$ cat src/rtl/brc_pkg.sv
package brc_pkg;

    localparam int KIND_W = 3;
    localparam int COND_W = 4;

    typedef enum logic [KIND_W-1:0] {
        BRK_COND     = 3'd0,
        BRK_LOOP     = 3'd1,
        BRK_LOOP_ZS  = 3'd2,
        BRK_LOOP_ZC  = 3'd3,
        BRK_CNT_ZERO = 3'd4
    } kind_e;

    // Test selectors (cond[3:1]); cond[0] inverts the test.
    localparam logic [2:0] TST_OVF    = 3'd0;
    localparam logic [2:0] TST_CARRY  = 3'd1;
    localparam logic [2:0] TST_ZERO   = 3'd2;
    localparam logic [2:0] TST_ULE    = 3'd3;
    localparam logic [2:0] TST_SIGN   = 3'd4;
    localparam logic [2:0] TST_PAR    = 3'd5;
    localparam logic [2:0] TST_SLT    = 3'd6;
    localparam logic [2:0] TST_SLE    = 3'd7;

    localparam logic [COND_W-1:0] CC_SLT = 4'd12;

    typedef struct packed {
        logic cf;
        logic zf;
        logic sf;
        logic of;
        logic pf;
    } flag_t;

endpackage

$ cat src/rtl/brc_cond_eval.sv
module brc_cond_eval
    import brc_pkg::*;
(
    input  logic [COND_W-1:0] cond_i,
    input  flag_t             flags_i,
    output logic              hit_o
);

    logic sgn_lt;
    logic base;

    always_comb begin
        sgn_lt = flags_i.sf ^ flags_i.of;
        unique case (cond_i[COND_W-1:1])
            TST_OVF:   base = flags_i.of;
            TST_CARRY: base = flags_i.cf;
            TST_ZERO:  base = flags_i.zf;
            TST_ULE:   base = flags_i.cf | flags_i.zf;
            TST_SIGN:  base = flags_i.sf;
            TST_PAR:   base = flags_i.pf;
            TST_SLT:   base = sgn_lt;
            TST_SLE:   base = flags_i.zf | sgn_lt;
            default:   base = 1'b0;
        endcase
        hit_o = base ^ cond_i[0];
    end

endmodule

$ cat src/rtl/brc_count_unit.sv
module brc_count_unit #(
    parameter int CNT_W = 16
) (
    input  logic [CNT_W-1:0] count_i,
    output logic [CNT_W-1:0] dec_o,
    output logic             dec_nz_o,
    output logic             zero_o
);

    localparam logic [CNT_W-1:0] ONE = CNT_W'(1);

    always_comb begin
        dec_o    = count_i - ONE;
        dec_nz_o = |dec_o;
        zero_o   = ~|count_i;
    end

endmodule

$ cat src/rtl/brc_eval.sv
module brc_eval
    import brc_pkg::*;
#(
    parameter int CNT_W   = 16,
    parameter bit OUT_REG = 1'b1
) (
    input  logic             clk,
    input  logic             rst_n,
    input  logic             valid_i,
    input  logic [2:0]       kind_i,
    input  logic [3:0]       cond_i,
    input  logic             cf_i,
    input  logic             zf_i,
    input  logic             sf_i,
    input  logic             of_i,
    input  logic             pf_i,
    input  logic [CNT_W-1:0] count_i,
    output logic             valid_o,
    output logic             taken_o,
    output logic             count_we_o,
    output logic [CNT_W-1:0] count_o
);

    typedef struct packed {
        logic             valid;
        logic             taken;
        logic             count_we;
        logic [CNT_W-1:0] count;
    } res_t;

    flag_t            flags;
    logic             cond_hit;
    logic [CNT_W-1:0] cnt_dec;
    logic             dec_nz;
    logic             cnt_zero;
    res_t             res_d;
    res_t             res_q;

    assign flags = '{cf: cf_i, zf: zf_i, sf: sf_i, of: of_i, pf: pf_i};

    brc_cond_eval u_cond (
        .cond_i  (cond_i),
        .flags_i (flags),
        .hit_o   (cond_hit)
    );

    brc_count_unit #(.CNT_W(CNT_W)) u_count (
        .count_i  (count_i),
        .dec_o    (cnt_dec),
        .dec_nz_o (dec_nz),
        .zero_o   (cnt_zero)
    );

    always_comb begin
        res_d          = '0;
        res_d.valid    = valid_i;
        res_d.count    = count_i;
        if (valid_i) begin
            case (kind_i)
                BRK_COND: begin
                    res_d.taken = cond_hit;
                end
                BRK_LOOP: begin
                    res_d.count_we = 1'b1;
                    res_d.count    = cnt_dec;
                    res_d.taken    = dec_nz;
                end
                BRK_LOOP_ZS: begin
                    res_d.count_we = 1'b1;
                    res_d.count    = cnt_dec;
                    res_d.taken    = dec_nz & zf_i;
                end
                BRK_LOOP_ZC: begin
                    res_d.count_we = 1'b1;
                    res_d.count    = cnt_dec;
                    res_d.taken    = dec_nz & ~zf_i;
                end
                BRK_CNT_ZERO: begin
                    res_d.taken = cnt_zero;
                end
                default: begin
                    res_d.taken = 1'b0;
                end
            endcase
        end
    end

    generate
        if (OUT_REG) begin : g_reg
            always_ff @(posedge clk or negedge rst_n) begin
                if (!rst_n) res_q <= '0;
                else        res_q <= res_d;
            end

            assert_pipe_valid_R10: assert property (@(posedge clk) disable iff (!rst_n)
                valid_i |=> valid_o)
                else $error("valid did not appear one cycle later");
        end else begin : g_comb
            always_comb res_q = res_d;
        end
    endgenerate

    assign valid_o    = res_q.valid;
    assign taken_o    = res_q.taken;
    assign count_we_o = res_q.count_we;
    assign count_o    = res_q.count;

    assert_loop_last_R1: assert property (@(posedge clk) disable iff (!rst_n)
        (valid_i && kind_i == BRK_LOOP && count_i == CNT_W'(1)) |-> !res_d.taken)
        else $error("loop taken with count reaching zero");

    assert_loopz_needs_zf_R2: assert property (@(posedge clk) disable iff (!rst_n)
        (valid_i && kind_i == BRK_LOOP_ZS && !zf_i) |-> !res_d.taken)
        else $error("loop-while-zero taken with zero flag clear");

    assert_cntz_keeps_R3: assert property (@(posedge clk) disable iff (!rst_n)
        (valid_i && kind_i == BRK_CNT_ZERO) |-> (!res_d.count_we && res_d.count == count_i))
        else $error("count-zero jump altered the count");

    assert_signed_lt_R5: assert property (@(posedge clk) disable iff (!rst_n)
        (valid_i && kind_i == BRK_COND && cond_i == CC_SLT) |-> (res_d.taken == (sf_i ^ of_i)))
        else $error("signed less decided wrongly");

    assert_idle_quiet_R9: assert property (@(posedge clk) disable iff (!rst_n)
        !valid_i |-> (!res_d.taken && !res_d.count_we))
        else $error("activity without valid");

endmodule

$ cat config.mk
export PLATFORM = sky130hd
export DESIGN_NAME = brc_eval
export DESIGN_NICKNAME = d
export VERILOG_FILES = /design/src/rtl/brc_pkg.sv /design/src/rtl/brc_cond_eval.sv /design/src/rtl/brc_count_unit.sv /design/src/rtl/brc_eval.sv
export SDC_FILE = /design/constraint.sdc
export NUM_CORES = 1
export LEC_CHECK = 0
export CAP_MARGIN = 40
export CORE_UTILIZATION = 57
export DETAILED_ROUTE_END_ITERATION = 12
export DONT_BUFFER_PORTS = 1
export PLACE_DENSITY = 0.72
export SYNTH_ARGS = -nofsm -noshare
export SYNTH_HDL_FRONTEND = slang
export SYNTH_SLANG_ARGS = --single-unit
$ cat constraint.sdc
create_clock -name clk -period 0.8 [get_ports clk]
set_clock_uncertainty 0.2 [all_clocks]
set_input_delay 0.16 -clock clk [delete_from_list [all_inputs] [get_ports clk]]
set_output_delay 0.16 -clock clk [all_outputs]
set_load 0.02 [all_outputs]
==> results of run 1 <==
-- power by group --
group          total [uW]  switching [uW]  internal, uW
Sequential           1120            98.5          1020
Clock                 553             364           188
Combinational         410             211           200
Total                2080             674          1410
-- flip-flops by register name (all words and copies together), names as in the netlist --
signal	flops
count_o	16
count_we_o	1
taken_o	1
valid_o	1
-- cell usage after synthesis (2+ instances only) --
cell      n  share of area
buf_2     2         0.0091
ha_1      2          0.023
xor2_1   11          0.088
xnor2_1   7          0.056
o31ai_1   3          0.021
a31oi_1   3          0.017
nand2_1   4          0.014
nor4_2    2          0.023
o31a_1    2          0.016
nor3_1    7          0.032
nor2_1   12          0.041
nor4_1    2          0.011
dfrtp_1  19           0.43
inv_1     6          0.021
mux2i_1   2          0.018
nand4_1   2          0.011
nand3_1   2         0.0091
-- layer usage --
metal | wire length [um] | vias up | part of all wire | global-route usage
li1 | - | 443 | - | -
met1 | 1590 | 554 | 0.34 | 0.384
met2 | 2170 | 138 | 0.46 | 0.521
met3 | 516 | 55 | 0.11 | 0.0952
met4 | 387 | 0 | 0.083 | 0.271
met5 | 0 | - | 0 | 0
-- cell type report --
class | count | area (um^2) | area share
clock inverters | 1 | 5.00 | 0.00300
inverters | 6 | 42.5 | 0.0255
well taps | 25 | 31.3 | 0.0188
flip-flops and latches | 19 | 488 | 0.293
repair buffers | 29 | 260 | 0.156
multi-input cells | 80 | 818 | 0.491
clock buffers | 3 | 22.5 | 0.0135
-- final timing paths --
| check | startpoint | endpoint | slack, ns | cells after the start |
|---|---|---|---|---|
| hold / removal | count_i[10] | count_o[10] | -0.32 | 1 |
| max in group asynchronous | rst_n | count_o[6] | -0.39 | 1 |
| setup / recovery | count_i[5] | taken_o | -0.66 | 7 |
| min in group asynchronous | rst_n | count_o[8] | 0.17 | 1 |
-- logic make-up after synthesis --
| kind of cell | Yosys count | synth area share |
|---|---|---|
| and+or+nand+nor | 43 | 0.245 |
| DFF | 19 | 0.433 |
| xor gates and xnor gates | 18 | 0.144 |
| AOI/OAI and AO/OA | 15 | 0.100 |
| buffers and inverters | 9 | 0.0365 |
| muxes | 2 | 0.0182 |
| adders and majority gates | 2 | 0.0228 |
-- placed cells by master, fill, tap and decap left out, types with 3 or more instances in the layout --
master / n
a31oi_1: 3
buf_4: 17
buf_6: 10
clkbuf_4: 3
dfrtp_1: 9
dfrtp_2: 10
inv_1: 4
nand2_1: 3
nor2_1: 6
nor2_4: 6
nor3_4: 6
nor4_4: 3
xnor2_1: 5
xor2_1: 11
-- through the flow --
stage / total power, uW / utilization / std cells / hold slack, ns / worst slack (ns)
floorplan: 1320 / - / 108 / -0.336 / -0.771
global placement: 1370 / 0.739 / 146 / -0.335 / -0.824
detailed placement: 1380 / 0.739 / 146 / -0.335 / -0.882
CTS: 1930 / 0.884 / 160 / -0.674 / -0.539
global route: 2140 / 0.945 / 163 / -0.320 / -0.654
finish: 2080 / 0.945 / 163 / -0.318 / -0.660
-- what timing repair did --
action,in CTS,in global routing
hold buffers,1,1
hold endpoints to repair,37,36
resized for setup,37,22
setup endpoints to repair,33,34
setup buffers,9,2
gates cloned,0,0
pin swaps,10,7
==> results.yml, run 1 <==
synth:
  synth_nets: 141
  syn_area_mm2: 0.00110
  ys_seq_area_frac: 0.433
  synthCells: 108
  synthFlopType: "dfrtp_1"
  ys_ff_latch: 19
  yosysUniqueCellTypes: 37
  yosysWarnings: 0
  synth-edff-count: 0
  async_reset_ff_frac: 1.00
  syn_area_per_cell_um2: 10.2
place:
  gp_congestion: 0.803
  port_buffers: 0
  hpwlAfterDp_um: 1890
  dpl-instance-area_mm2: 0.00130
cts:
  cts_made_buffers: 3
  cts_root_buf: "clkbuf_4"
  cts_tree: "yes"
  cts_sinks: 19
  htreeDepth: 1
  cts_buffer_depth: 2
  path_clk_slew_ns: 0.13
global_route:
  grt_pass1_wl_um: 4780
  grt_max_degree: 20
  grt_pass1_vias: 1030
  grt_antenna_before_repair: 0
  track_usage: 0.337
  grt_overflow: 0
sta:
  hold_slack_ns: -0.318
  rsz0062_at_grt: "true"
  setup_violations: 55
  setup_tns_ns: -18.97
  worstMarginPinSlew_ns: 0.890
  maxSlewViolCount: 0
  period_share: 1.82
  fin_crit_ns: 1.46
  setup_ws_ns: -0.660
  fmax_mhz: 685
  hold_viol_final: 17
  relSlewSlack: 0.405
critical_path:
  crit_family: "compound AO/OA/AOI/OAI gates"
  crit_path_cell_trace: "nor4_4, buf_4, nand2b_4, o31ai_2, o31a_1, o31ai_2, o311ai_1"
  slowest_delay_ns: 0.32
  crit_path_start_kind: "input port"
  crit_required_ns: 0.83
  critical_path_class: "in2reg"
  cp_slowest_cell: "nor4_4"
  cp.arrival_ns: 1.49
  end_kind: "flip-flop"
  worst-path-buf-inv: 1
  crit_top_cell: "o31ai_2"
  critPathMaxFanout: 4
route:
  vias_per_cell: 7.30
  drt.antenna.violating_nets: 0
  wl_um: 4670
  wl_per_cell_um: 28.6
  drc: 0
  via_count: 1190
  drtIter0Drc: 86
  first_pass_iters: 6
die:
  ios: 50
  die_h_um: 45.9
  die-width_um: 45.9
  rows: 15
  design.core.area_mm2: 0.00176
  start_util: 0.622
  die-area_mm2: 0.00210
power_and_ir_drop:
  power.density_mw_per_mm2: 1250
  p_leak_uw: 0.000673
  peakVddDrop_uv: 1090
min_path:
  hp-class: "in2reg"
run:
  drv_cap: 0
status:
  violations: "hold timing, setup timing"
  outcome: "finished with violations"
cells_and_area:
  diodes: 0
  fill_cells: 49
  final_area_mm2: 0.00167
  area_delta_synth_final_pct: 52.0
  fin_nets: 172
  drive_above_1_share: 0.551
Note: power is estimated with default switching activity, not from simulation.
==> run 2: changes to the inputs <==
- SKIP_LAST_GASP: not set -> 1
==> results.yml, run 2 (synthesis results as in run 1) <==
cells_and_area:
  fin_nets: 172
  drive_above_1_share: 0.522
  fill_cells: 51
  mostFrequentLayoutCells: "buf_4, xor2_1, dfrtp_1"
  area_delta_synth_final_pct: 50.9
  diodes: 0
  final_common_cell: "buf_4"
  largest_register_ff_count: 16
sta:
  maxSlewViolCount: 0
  fin_crit_ns: 1.71
  rsz0062_at_grt: "true"
  worstMarginPinSlew_ns: 0.870
  hold_slack_ns: -0.286
  relSlewSlack: 0.418
  setup_ws_ns: -0.905
  setup_violations: 54
  period_share: 2.13
  fmax_mhz: 586
  hold_viol_final: 17
  setup_tns_ns: -18.37
cts:
  cts_buffer_depth: 2
  cts_root_buf: "clkbuf_4"
  path_clk_slew_ns: 0.11
  cts_tree: "yes"
  cts_made_buffers: 3
  cts_sinks: 19
  htreeDepth: 1
status:
  violations: "hold timing, setup timing"
  outcome: "finished with violations"
route:
  wl_um: 4350
  first_pass_iters: 5
  drtIter0Drc: 101
  drc: 0
  via_count: 1166
  drt.antenna.violating_nets: 0
  wl_per_cell_um: 26.7
  vias_per_cell: 7.15
place:
  hpwlAfterDp_um: 1890
  port_buffers: 0
  gp_congestion: 0.803
  dpl_worst_slack_ns: -0.882
global_route:
  grt_pass1_wl_um: 4750
  grt_max_degree: 20
  grt_antenna_before_repair: 0
  grt_pass1_vias: 1043
  grt_overflow: 0
  track_usage: 0.330
power_and_ir_drop:
  finalPower_uw: 2040
  power.density_mw_per_mm2: 1230
  p_leak_uw: 0.000674
  peakVddDrop_uv: 1400
critical_path:
  critical_path_class: "in2reg"
  cp.arrival_ns: 1.69
  end_kind: "flip-flop"
  critPathMaxFanout: 3
  crit_path_cell_trace: "or3_1, nor4_1, nand4_1, o31ai_2, o311ai_1"
  cp_slowest_cell: "or3_1"
  worst-path-buf-inv: 0
  crit_path_start_kind: "input port"
  crit_required_ns: 0.78
  crit_family: "simple AND/OR/NAND/NOR gates"
  slowest_delay_ns: 0.42
die:
  design.core.area_mm2: 0.00176
  die-area_mm2: 0.00210
  start_util: 0.622
  die_h_um: 45.9
  rows: 15
  die-width_um: 45.9
  ios: 50
run:
  drv_cap: 0
min_path:
  hp-class: "in2reg"
run 2: cell count changes in the layout (fill, tap and decap cells not counted), sizes merged:
cell,previous run,this run
clkinv,1,3
inv,6,4
run 2: layout make-up:
| type | instances | area, um^2 | area share |
|---|---|---|---|
| inverter | 6 | 61.3 | 0.0370 |
| timing repair buffer | 29 | 256 | 0.155 |
| tap | 25 | 31.3 | 0.0189 |
| clock inverter | 1 | 5.00 | 0.00302 |
| clock buffer | 3 | 22.5 | 0.0136 |
| sequential | 19 | 487 | 0.294 |
| multi-input combinational | 80 | 792 | 0.478 |
run 2: per-layer routing:
layer | share of wire | global-route usage | vias to the layer above
met5 | 0 | 0 | -
li1 | - | - | 443
met3 | 0.12 | 0.111 | 38
met2 | 0.47 | 0.532 | 139
met1 | 0.33 | 0.333 | 546
met4 | 0.071 | 0.288 | 0
run 2: where the power goes:
part	internal, uW	switching (uW)	total, uW
Sequential	1020	96.8	1120
Combinational	198	201	399
Clock	187	334	521
Total	1410	632	2040
run 2: final timing paths:
kind	from	to	slack [ns]	depth (start not counted)
hold / removal	count_i[6]	count_o[6]	-0.29	1
max in group asynchronous	rst_n	count_o[7]	-0.38	1
min in group asynchronous	rst_n	count_o[14]	0.19	1
setup / recovery	count_i[13]	taken_o	-0.91	5
run 2: repair_timing:
item,in CTS,in global routing
hold buffers,1,1
endpoints found under the setup margin,33,36
pin swaps,10,10
endpoints found under the hold margin,37,36
cloned,0,0
setup buffers,9,4
gates resized for setup,28,29
run 2: per-stage QoR:
step           cells  hold slack, ns  cell area (um^2)  utilization
2_1_floorplan    108          -0.336              1190            -
3_3_place_gp     146          -0.335              1300        0.739
3_5_place_dp     146          -0.335              1300        0.739
4_1_cts          160          -0.674              1530        0.867
5_1_grt          163          -0.304              1660        0.938
6_report         163          -0.286              1660        0.938
==> run 3: changes to the inputs <==
- SYNTH_HIERARCHICAL: not set -> 1
==> results.yml, run 3 <==
cells_and_area:
  drive_above_1_share: 0.524
  final_area_mm2: 0.00189
  diodes: 0
  fin_nets: 200
  mostFrequentLayoutCells: "buf_4, mux2_4, dfrtp_1"
  area_delta_synth_final_pct: 35.2
  fin_util: 0.838
  largest_register_ff_count: 16
  final_common_cell: "buf_4"
  final_cells: 194
global_route:
  track_usage: 0.279
  grt_antenna_before_repair: 0
  use_met1: 0.328
  grt_pass1_vias: 1198
  grt-busiest-layer: "met2"
  grt_use_met2: 0.500
  grtUsageMet3: 0.0526
  grt_pass1_wl_um: 5420
  grt_overflow: 0
  grt_max_degree: 20
critical_path:
  crit_required_ns: 0.80
  end_kind: "flip-flop"
  critPathMaxFanout: 7
  crit_path_start: "count_i[5]"
  crit_path_start_kind: "input port"
  critical_path_class: "in2reg"
  cp.arrival_ns: 1.72
route:
  wl_um: 3630
  drt.antenna.violating_nets: 0
  via_count: 1195
  wl_per_cell_um: 18.7
  first_pass_iters: 4
  vias_per_cell: 6.16
  drc: 0
  drtIter0Drc: 24
sta:
  hold_viol_final: 19
  fin_crit_ns: 1.72
  setup_ws_ns: -0.915
  fmax_mhz: 583
  setup_violations: 55
  period_share: 2.14
  maxSlewViolCount: 0
  relSlewSlack: 0.420
  hold_slack_ns: -0.332
  worstMarginPinSlew_ns: 0.867
  rsz0062_at_grt: "true"
synth:
  netlist_top_cells_count: "dfrtp_1, nor2_1, nand2_1"
  synthFlopType: "dfrtp_1"
  synthCells: 140
  yosysUniqueCellTypes: 43
  ys_ff_latch: 19
  ys_seq_area_frac: 0.340
  synth-edff-count: 0
  synth_top_cell_by_area: "dfrtp_1"
  yosysWarnings: 6
  syn_area_per_cell_um2: 9.98
  synth_top_cell_area_share: 0.340
  synth_most_common_cell: "dfrtp_1"
  synth_nets: 173
  synth_area_leaders: "dfrtp_1, mux2_4, mux2_2"
  async_reset_ff_frac: 1.00
  syn_area_mm2: 0.00140
min_path:
  hold_end: "valid_o"
  min_from: "valid_i"
  holdPathStages: 0
  hp-class: "in2reg"
place:
  dpl-instance-area_mm2: 0.00161
  dpl.cell_count: 182
  port_buffers: 0
  gp_congestion: 0.884
  hpwlAfterDp_um: 2320
die:
  design.core.area_mm2: 0.00225
  die-width_um: 51.5
  ios: 50
  start_util: 0.620
  die-area_mm2: 0.00265
  rows: 17
  die_h_um: 51.5
cts:
  cts_root_buf: "clkbuf_4"
  cts_made_buffers: 3
  cts_tree: "yes"
  cts_buffer_depth: 2
  cts_sinks: 19
  path_clk_slew_ns: 0.12
  htreeDepth: 1
status:
  outcome: "finished with violations"
  violations: "hold timing, setup timing"
power_and_ir_drop:
  finalPower_uw: 2190
  power.density_mw_per_mm2: 1160
  peakVddDrop_uv: 967
  p_leak_uw: 0.000777
run:
  drv_cap: 0
## run 3: cell types whose count changed after synthesis, moves of 4 or more
cell / previous run / this run
nand2_1: 4 / 11
mux2_2: 0 / 7
mux2_4: 0 / 9
o21ai_0: 1 / 5
xor2_1: 11 / 7
nor3b_1: 0 / 5
## run 3: area by class of cell
cell class                      count  area [um^2]
Sequential cell                    19          485
Inverter                            7         43.8
Clock buffer                        4         26.3
Timing Repair Buffer               27          246
Fill cell                         137          365
Tap cell                           28         35.0
Multi-Input combinational cell    109         1050
## run 3: layer usage
metal	vias to the layer above	wire length (um)
li1	553	-
met1	581	1500
met2	49	1800
met3	12	199
met4	0	133
met5	-	0
## run 3: critical path, cell delays in order
cell      delay (ns)
or4_4           0.58
nor2_4          0.17
o21ai_1         0.11
a22oi_1         0.17
nand4_1         0.17
nor2b_1         0.16
o311a_1         0.15
a211oi_1        0.05
## run 3: power breakdown
| group | internal (uW) | switching (uW) | leakage (uW) |
|---|---|---|---|
| Clock | 194 | 316 | 0.0000150 |
| Combinational | 300 | 217 | 0.000546 |
| Sequential | 1040 | 121 | 0.000216 |
## run 3: metrics by stage
step / setup WS, ns / hold WS (ns) / setup TNS [ns]
6_report: -0.915 / -0.332 / -21.23
5_1_grt: -0.991 / -0.343 / -25.87
4_1_cts: -0.913 / -0.671 / -14.58
3_5_place_dp: -1.29 / -0.335 / -13.74
3_3_place_gp: -1.19 / -0.335 / -13.33
2_1_floorplan: -1.19 / -0.336 / -12.82
## run 3: how the worst max path moves through the flow
| stage | slack [ns] | end | cells after the start |
|---|---|---|---|
| after floorplan | -1.19 | taken_o | 9 |
| after global placement | -1.19 | taken_o | 7 |
| after detailed placement | -1.29 | taken_o | 8 |
| after CTS | -0.91 | taken_o | 8 |
| after global routing | -0.99 | taken_o | 8 |
| final | -0.92 | taken_o | 8 |
## run 3: cell families (layout without fill, tap and decap cells)
| group | count (synthesis) | after routing | synth area share |
|---|---|---|---|
| compound gates | 18 | 18 | 0.0895 |
| mux | 18 | 18 | 0.167 |
| fa+ha+maj | 2 | 2 | 0.0179 |
| xor+xnor | 16 | 16 | 0.100 |
| buf+inv | 12 | 38 | 0.0501 |
| flops | 19 | 19 | 0.340 |
| simple gates | 55 | 55 | 0.235 |
## run 3: timing repair
| item | 4_1_cts | 5_1_grt |
|---|---|---|
| setup buffers | 5 | 5 |
| hold endpoints to repair | 38 | 38 |
| gates resized for setup | 32 | 25 |
| cloned | 1 | 0 |
| endpoints found under the setup margin | 36 | 36 |
| pin swaps | 15 | 11 |
